[config.mk]
export PLATFORM = sky130hd
export DESIGN_NAME = nibble_split_rf
export DESIGN_NICKNAME = d
export VERILOG_FILES = /design/src/rtl/nrf_pkg.sv /design/src/rtl/nrf_rst_sync.sv /design/src/rtl/nrf_wmerge.sv /design/src/rtl/nrf_cell.sv /design/src/rtl/nrf_rdgate.sv /design/src/rtl/nibble_split_rf.sv
export SDC_FILE = /design/constraint.sdc
export NUM_CORES = 1
export LEC_CHECK = 0
export ABC_AREA = 1
export BUFFER_PORTS_ARGS = -buffer_cell sky130_fd_sc_hd__buf_2
export CAP_MARGIN = 20
export CORE_MARGIN = 1.5
export CORE_UTILIZATION = 30
export CTS_CLUSTER_DIAMETER = 150
export CTS_CLUSTER_SIZE = 12
export DETAILED_ROUTE_END_ITERATION = 12
export GPL_ROUTABILITY_DRIVEN = 0
export GPL_TIMING_DRIVEN = 0
export SLEW_MARGIN = 30
export SYNTH_ARGS = -nofsm -noshare
export SYNTH_HDL_FRONTEND = slang
export SYNTH_SLANG_ARGS = --single-unit
[constraint.sdc]
create_clock -name clk -period 4.8 [get_ports clk]
set_input_delay 0.24 -clock clk [delete_from_list [all_inputs] [get_ports clk]]
set_output_delay 0.24 -clock clk [all_outputs]
set_load 0.02 [all_outputs]
[src/rtl/nrf_pkg.sv]
package nrf_pkg;
  localparam int unsigned NRF_DEF_NUM = 8;
  localparam int unsigned NRF_DEF_W   = 4;

  typedef enum logic [1:0] {
    SRC_HOLD   = 2'd0,
    SRC_NARROW = 2'd1,
    SRC_WIDE   = 2'd2
  } nrf_src_e;
endpackage

[src/rtl/nrf_rst_sync.sv]
module nrf_rst_sync (
  input  logic clk,
  input  logic rst_n_in,
  output logic rst_n_out
);
  logic [1:0] stage_q;

  always_ff @(posedge clk or negedge rst_n_in) begin
    if (!rst_n_in) stage_q <= 2'b00;
    else           stage_q <= {stage_q[0], 1'b1};
  end

  assign rst_n_out = stage_q[1];
endmodule

[src/rtl/nrf_wmerge.sv]
module nrf_wmerge
  import nrf_pkg::*;
#(
  parameter int unsigned W = NRF_DEF_W
) (
  input  logic         n_en,
  input  logic [W-1:0] n_d,
  input  logic         w_en,
  input  logic [W-1:0] w_d,
  output logic         we,
  output logic [W-1:0] wd
);
  nrf_src_e src;

  always_comb begin
    if (n_en)      src = SRC_NARROW;
    else if (w_en) src = SRC_WIDE;
    else           src = SRC_HOLD;
  end

  always_comb begin
    unique case (src)
      SRC_NARROW: wd = n_d;
      SRC_WIDE:   wd = w_d;
      default:    wd = '0;
    endcase
    we = (src != SRC_HOLD);
  end
endmodule

[src/rtl/nrf_cell.sv]
module nrf_cell #(
  parameter int unsigned W = 4
) (
  input  logic         clk,
  input  logic         rst_n,
  input  logic         we,
  input  logic [W-1:0] wd,
  output logic [W-1:0] q
);
  logic [W-1:0] val_q;
  logic [W-1:0] val_d;

  always_comb begin
    val_d = val_q;
    if (we) val_d = wd;
  end

  always_ff @(posedge clk or negedge rst_n) begin
    if (!rst_n) val_q <= '0;
    else        val_q <= val_d;
  end

  assign q = val_q;
endmodule

[src/rtl/nrf_rdgate.sv]
module nrf_rdgate #(
  parameter int unsigned W = 4
) (
  input  logic         en,
  input  logic [W-1:0] d,
  output logic [W-1:0] q
);
  always_comb begin
    q = '0;
    if (en) q = d;
  end
endmodule

[src/rtl/nibble_split_rf.sv]
module nibble_split_rf
  import nrf_pkg::*;
#(
  parameter int unsigned NUM = NRF_DEF_NUM,
  parameter int unsigned NW  = NRF_DEF_W
) (
  input  logic                clk,
  input  logic                rst_n,
  input  logic [NUM-1:0]      nrd_en,
  output logic [NUM*NW-1:0]   nrd_q,
  input  logic [NUM-1:0]      nwr_en,
  input  logic [NUM*NW-1:0]   nwr_d,
  input  logic                wrd_en,
  output logic [NUM*NW-1:0]   wrd_q,
  input  logic [NUM-1:0]      wwr_mask,
  input  logic [NUM*NW-1:0]   wwr_d
);
  localparam int unsigned TOTW = NUM * NW;

  logic            rst_q;
  logic [TOTW-1:0] fwd;

  nrf_rst_sync u_rst (
    .clk       (clk),
    .rst_n_in  (rst_n),
    .rst_n_out (rst_q)
  );

  for (genvar i = 0; i < NUM; i++) begin : g_nib
    logic          we_raw;
    logic          we;
    logic [NW-1:0] wd;
    logic [NW-1:0] cur;

    nrf_wmerge #(.W(NW)) u_merge (
      .n_en (nwr_en[i]),
      .n_d  (nwr_d[i*NW +: NW]),
      .w_en (wwr_mask[i]),
      .w_d  (wwr_d[i*NW +: NW]),
      .we   (we_raw),
      .wd   (wd)
    );

    // writes are blocked while the synchronised reset is held
    assign we = we_raw & rst_q;

    nrf_cell #(.W(NW)) u_cell (
      .clk   (clk),
      .rst_n (rst_q),
      .we    (we),
      .wd    (wd),
      .q     (cur)
    );

    assign fwd[i*NW +: NW] = we ? wd : cur;

    nrf_rdgate #(.W(NW)) u_nrd (
      .en (nrd_en[i]),
      .d  (fwd[i*NW +: NW]),
      .q  (nrd_q[i*NW +: NW])
    );

    nrf_rdgate #(.W(NW)) u_wrd (
      .en (wrd_en),
      .d  (fwd[i*NW +: NW]),
      .q  (wrd_q[i*NW +: NW])
    );
  end
endmodule

Word level (Yosys, flattened, before mapping):

Cells that the tools add are included.

* eq/ne operators: 16
* mux-type cells: 48
* bitwise operators: 8
* reductions and logical operators: 8

Operators by type and width (number)
* 2-to-1 mux 4 bit: 24
* case mux 4 bit (2 select lines): 8
* 2-to-1 mux 2 bit: 16
* equality test 2 x 1 -> 1 bit, second input constant: 8
* equality test 2 bit, second input constant: 8
* nonzero test 2 bit: 8
* AND 1 bit: 8

* bits in registers: 34
* bits of input ports: 91
* output and inout bits: 64
* logic and storage cells: 89

Depth between registers and ports, before layout:

* depth in word-level cells: 6
* gate-level depth with buffers: 5
* gate-level depth less buffers: 5

Hierarchy:

A second synthesis with hierarchy kept.

* cells, all modules: 495
* area, all modules: 2686.3 um^2

Modules (own cells, without submodules)
* nrf_cell: times used 8, cells an instance 17, area each 148.9 um^2, sequential area each 100.1 um^2
* nibble_split_rf: times used 1, cells an instance 116, area each 480.5 um^2, sequential area each 0.0 um^2
* nrf_rdgate: times used 16, cells an instance 8, area each 30.0 um^2, sequential area each 0.0 um^2
* nrf_wmerge: times used 8, cells an instance 14, area each 60.1 um^2, sequential area each 0.0 um^2
* nrf_rst_sync: times used 1, cells an instance 3, area each 53.8 um^2, sequential area each 50.0 um^2

Worst setup path before layout:

OpenSTA, ideal clock, no wires.

* path kind: register to output
* from: register u_rst.stage_q[1]
* to: output port nrd_q[10]
* arrival time: 1.972 ns
* data required time: 4.560 ns
* setup slack: 2.588 ns
* stages on the path, launching flop included: 5
* path buffers: 0
* cell sequence: dfrtp_1 o21ai_0 nand2_1 nand2_2 nor2_1

* cells in the longest elaborated chain, start to end: 3

RTL lines
* start: declaration: RTL line nrf_rst_sync.sv:6 `logic [1:0] stage_q;`
* start signal: assignment: RTL line nrf_rst_sync.sv:10 `else stage_q <= {stage_q[0], 1'b1};`
* AND 1 bit: RTL line nibble_split_rf.sv:45 `assign we = we_raw & rst_q;`
* 2-to-1 mux 4 bit
* 2-to-1 mux 4 bit: RTL line nrf_rdgate.sv:10 `if (en) q = d;`
* end: declaration: RTL line nibble_split_rf.sv:10 `output logic [NUM*NW-1:0] nrd_q,`

Every way passes these cells.

Final worst setup path:

* from: register u_rst.stage_q[1]
* to: output port wrd_q[1]

* cells in the longest elaborated chain, start to end: 3

RTL lines
* AND 1 bit: RTL line nibble_split_rf.sv:45
* 2-to-1 mux 4 bit
* 2-to-1 mux 4 bit: RTL line nrf_rdgate.sv:10
* end: declaration: RTL line nibble_split_rf.sv:14 `output logic [NUM*NW-1:0] wrd_q,`

Every way passes these cells.

==> reports/results.env <==
YS_FF_LATCH=34
ROUTE.DETAILED.DRC=0
NUM_VIAS=2674
NUMCTSBUFFERS=5
FMAX_MHz=435
SLEW-LIMIT-HEADROOM_PCT=58.3
SETUP_TOTAL_NEGATIVE_SLACK_PS=0
CRITICAL_PATH_DEPTH=7
ASYNC_RESET_FF_SHARE_PCT=100
FLOORPLAN_CORE_AREA_UM2=7210
ANTENNA_VIOLATING_NETS_POST_ROUTE=0
DP_HPWL_UM=5300
SYNTH_ENABLE_FLOP_CELLS=0
CLK_PIN_SLEW_PS=70
CRITICAL_PATH.STARTPOINT_TYPE='flop'
CLOCK_PATH_BUFFERS=2
SYN_INST=368
CPLARGESTDELAYFAMILY='flip-flops'
SETUP.WORST_PATH.END_CLASS='primary output'
FIRSTDRTPASSITERS=4
TOP_CELLS_BY_COUNT_SYNTH='inv_1, nand2_1, nor2_1'
REPORT.FINAL.SLEW_VIOL_COUNT=0
AREA_GROWTH_SYN_TO_LAYOUT_PCT=46.1
POSTCTSSETUPBUFFERS=0
POST_DRT_WL_PER_CELL_UM=10.4
FINAL_HOLD_VIOL_COUNT=0
FIN_WORST_HOLD_SLACK_PS=223
CRITICAL_PATH_ARRIVAL_PS=2060
DIE_WIDTH_UM=89.3
REPORT.POWER.TOTAL_W=0.000875
WORST_EP_REQUIRED_TIME_PS=4560
FIRST_GLOBAL_VIAS=2222
GR-USAGE-ALL-LAYERS_PCT=16.0
INITIAL_CORE_UTIL_PCT=30.9
GRT_ANTENNA_BEFORE_REPAIR=0
CRITPATHMAXSTAGEDELAY_PS=660
FINAL_DESIGN_AREA_NO_FILL_UM2=3260
DRV_CAP=0
MIN_PERIOD_OVER_PERIOD_PCT=47.9
DETAIL_ROUTE.ITER0.VIOLATIONS=65
TOTAL_LEAKAGE_POWER_nW=2.09
FIN_CRIT_PS=2300
SYNTH.AVG_CELL_AREA_UM2=6.07
TIGHTESTPINTRANSITION_PS=625
SYNTH_WARNINGS=0
SYNTH_LARGEST_AREA_CELL='dfrtp_1'
UTILIZATION_PCT=45.2
HOLDBUFCOUNTCTS=1
CLOCK_TREE_FROM_TRITONCTS='yes'
DPL-INSTANCE-AREA_UM2=3160
YS_DOMINANT_REG_CELL='dfrtp_1'
POWER.IR.VDD_WORST_V=0.000113
NETS=622
WORSTSETUPPATHTYPE='flop to primary output'
POWERDENSITY_nW_PER_UM2=268
DIE_AREA_UM2=7970
SYNTH.CELL_AREA_UM2=2230
H-TREE-DEPTH=2
GRT_PASS1_WL_UM=9700
SUM_OF_OVERFLOW_ACROSS_ALL_LAYERS_AFTER_GLOBAL_ROUTING=0
LARGEST_NET_DEGREE_AT_THE_START_OF_GLOBAL_ROUTING=22
STATUS='complete, no violations'
STD_CELL_ROWS=31
CLK-INSERTION-DELAY-LATE_PS=280
PATH_COMMON_CELL='nor2_1'
SYNTH_TOP_CELLS_BY_AREA='dfrtp_1, nand3_1, inv_1'
CPMAXSTAGEDELAYCELL='dfrtp_2'
CLOCKROOTBUFFER='clkbuf_8'
POSTSYNTHNETCOUNT=459
DRIVE_ABOVE_1_SHARE_PCT=33.8
NUMBER_OF_DISTINCT_LIBRARY_CELL_VARIANTS_IN_THE_GATE_LEVEL_NETLIST_AFTER_SYNTHESIS=10
POST_CTS_RESIZED=0
SYNTH.TOP_CELL.AREA_SHARE_PCT=38.1
PLACEMENT.IO_BUFFERS=154
CHIPHEIGHT_UM=89.3
POST_DR_VIAS_CELL=4.24
CTS_SINKS=34
ANTENNA_CELL_COUNT=0
TIMING.CRITICAL_PATH.BUF_INV=3
FINALSETUPVIOLCOUNT=0
SYNTH_SEQ_AREA_SHARE_PCT=38.1
TIMING.CRITICAL_PATH.CELLS='buf_16, inv_2, nor2_1, nand3_1, nand2_1, nor2_1, buf_2'
RSZ_0062_RAISED_AFTER_GLOBAL_ROUTING='no'
PIN_COUNT=155
REG2REGPATHDEPTH=6
WIRE_LENGTH_AFTER_DETAILED_ROUTING_UM=6560
MAXIMUM_FANOUT_ENCOUNTERED_ON_THE_CRITICAL_TIMING_PATH=21
FIN_WORST_SKEW_PS=3.56
HOLD_PATH_CLASS='flop to asynchronous set/reset pin'
==> layout by cell type (no fill, tap or decap) <==
cell / count
nand2_1: 81
buf_16: 1
clkbuf_8: 6
nand3_1: 64
dfrtp_1: 33
inv_2: 1
buf_2: 154
conb_1: 1
o21ai_0: 8
dfrtp_2: 1
dlygate4sd3_1: 1
clkinvlp_4: 1
nor2_1: 80
clkinv_2: 1
nand2_2: 15
clkbuf_1: 3
inv_1: 81
==> metrics by stage <==
step / instances / setup slack (ps)
2_1_floorplan: 368 / 2590
3_3_place_gp: 621 / 1910
3_5_place_dp: 622 / 2730
4_1_cts: 631 / 2410
5_1_grt: 631 / 2230
6_report: 631 / 2500
==> where the power goes <==
part / internal [W] / switching [W]
Clock: 0.000115 / 0.000102
Combinational: 0.000114 / 0.000208
Sequential: 0.000323 / 0.0000121
==> layer usage <==
metal / vias up / wire [um] / global-route usage, %
met5: - / 0 / 0
met4: 0 / 142 / 5.87
met3: 12 / 424 / 2.59
met2: 102 / 2940 / 28.2
met1: 1139 / 3060 / 19.6
li1: 1421 / - / -
==> worst register-to-register path: cells and delay by family, from the launching register on <==
kind / cells / cell delay [ps]
buffers and inverters: 3 / 410
flip-flops: 1 / 660
AND/OR/NAND/NOR: 3 / 530
==> cell type report <==
type	count	area (um^2)
multi-input combinational	249	1060
clock inverter	2	12.5
timing repair buffer	156	808
tap	99	124
clock buffer	6	82.6
inverter	82	308
buffer	3	11.3
sequential	34	852
fill	819	3950
==> cell families (layout without fill, tap and decap cells) <==
group           count (synthesis)  in the layout  synth area share, %
compound gates                  8              8                 1.79
simple gates                  240            240                 45.6
buf+inv                        85            249                 14.3
flops                          34             34                 38.1
other cells                     1              1                0.168
==> final timing paths <==
path,slack [ps],endpoint,startpoint
worst max-delay path,2500,wrd_q[1],u_rst.stage_q[1]$_DFF_PN0_
worst min-delay path,220,asynchronous set/reset pin,u_rst.stage_q[1]$_DFF_PN0_
worst max register to register,3090,flop,u_rst.stage_q[1]$_DFF_PN0_
worst min register to register,220,asynchronous set/reset pin,u_rst.stage_q[1]$_DFF_PN0_
max in group asynchronous,4120,asynchronous set/reset pin,u_rst.stage_q[1]$_DFF_PN0_
min in group clk,300,flop,nwr_d[6]
No activity file was read; power rests on OpenSTA's default activity.
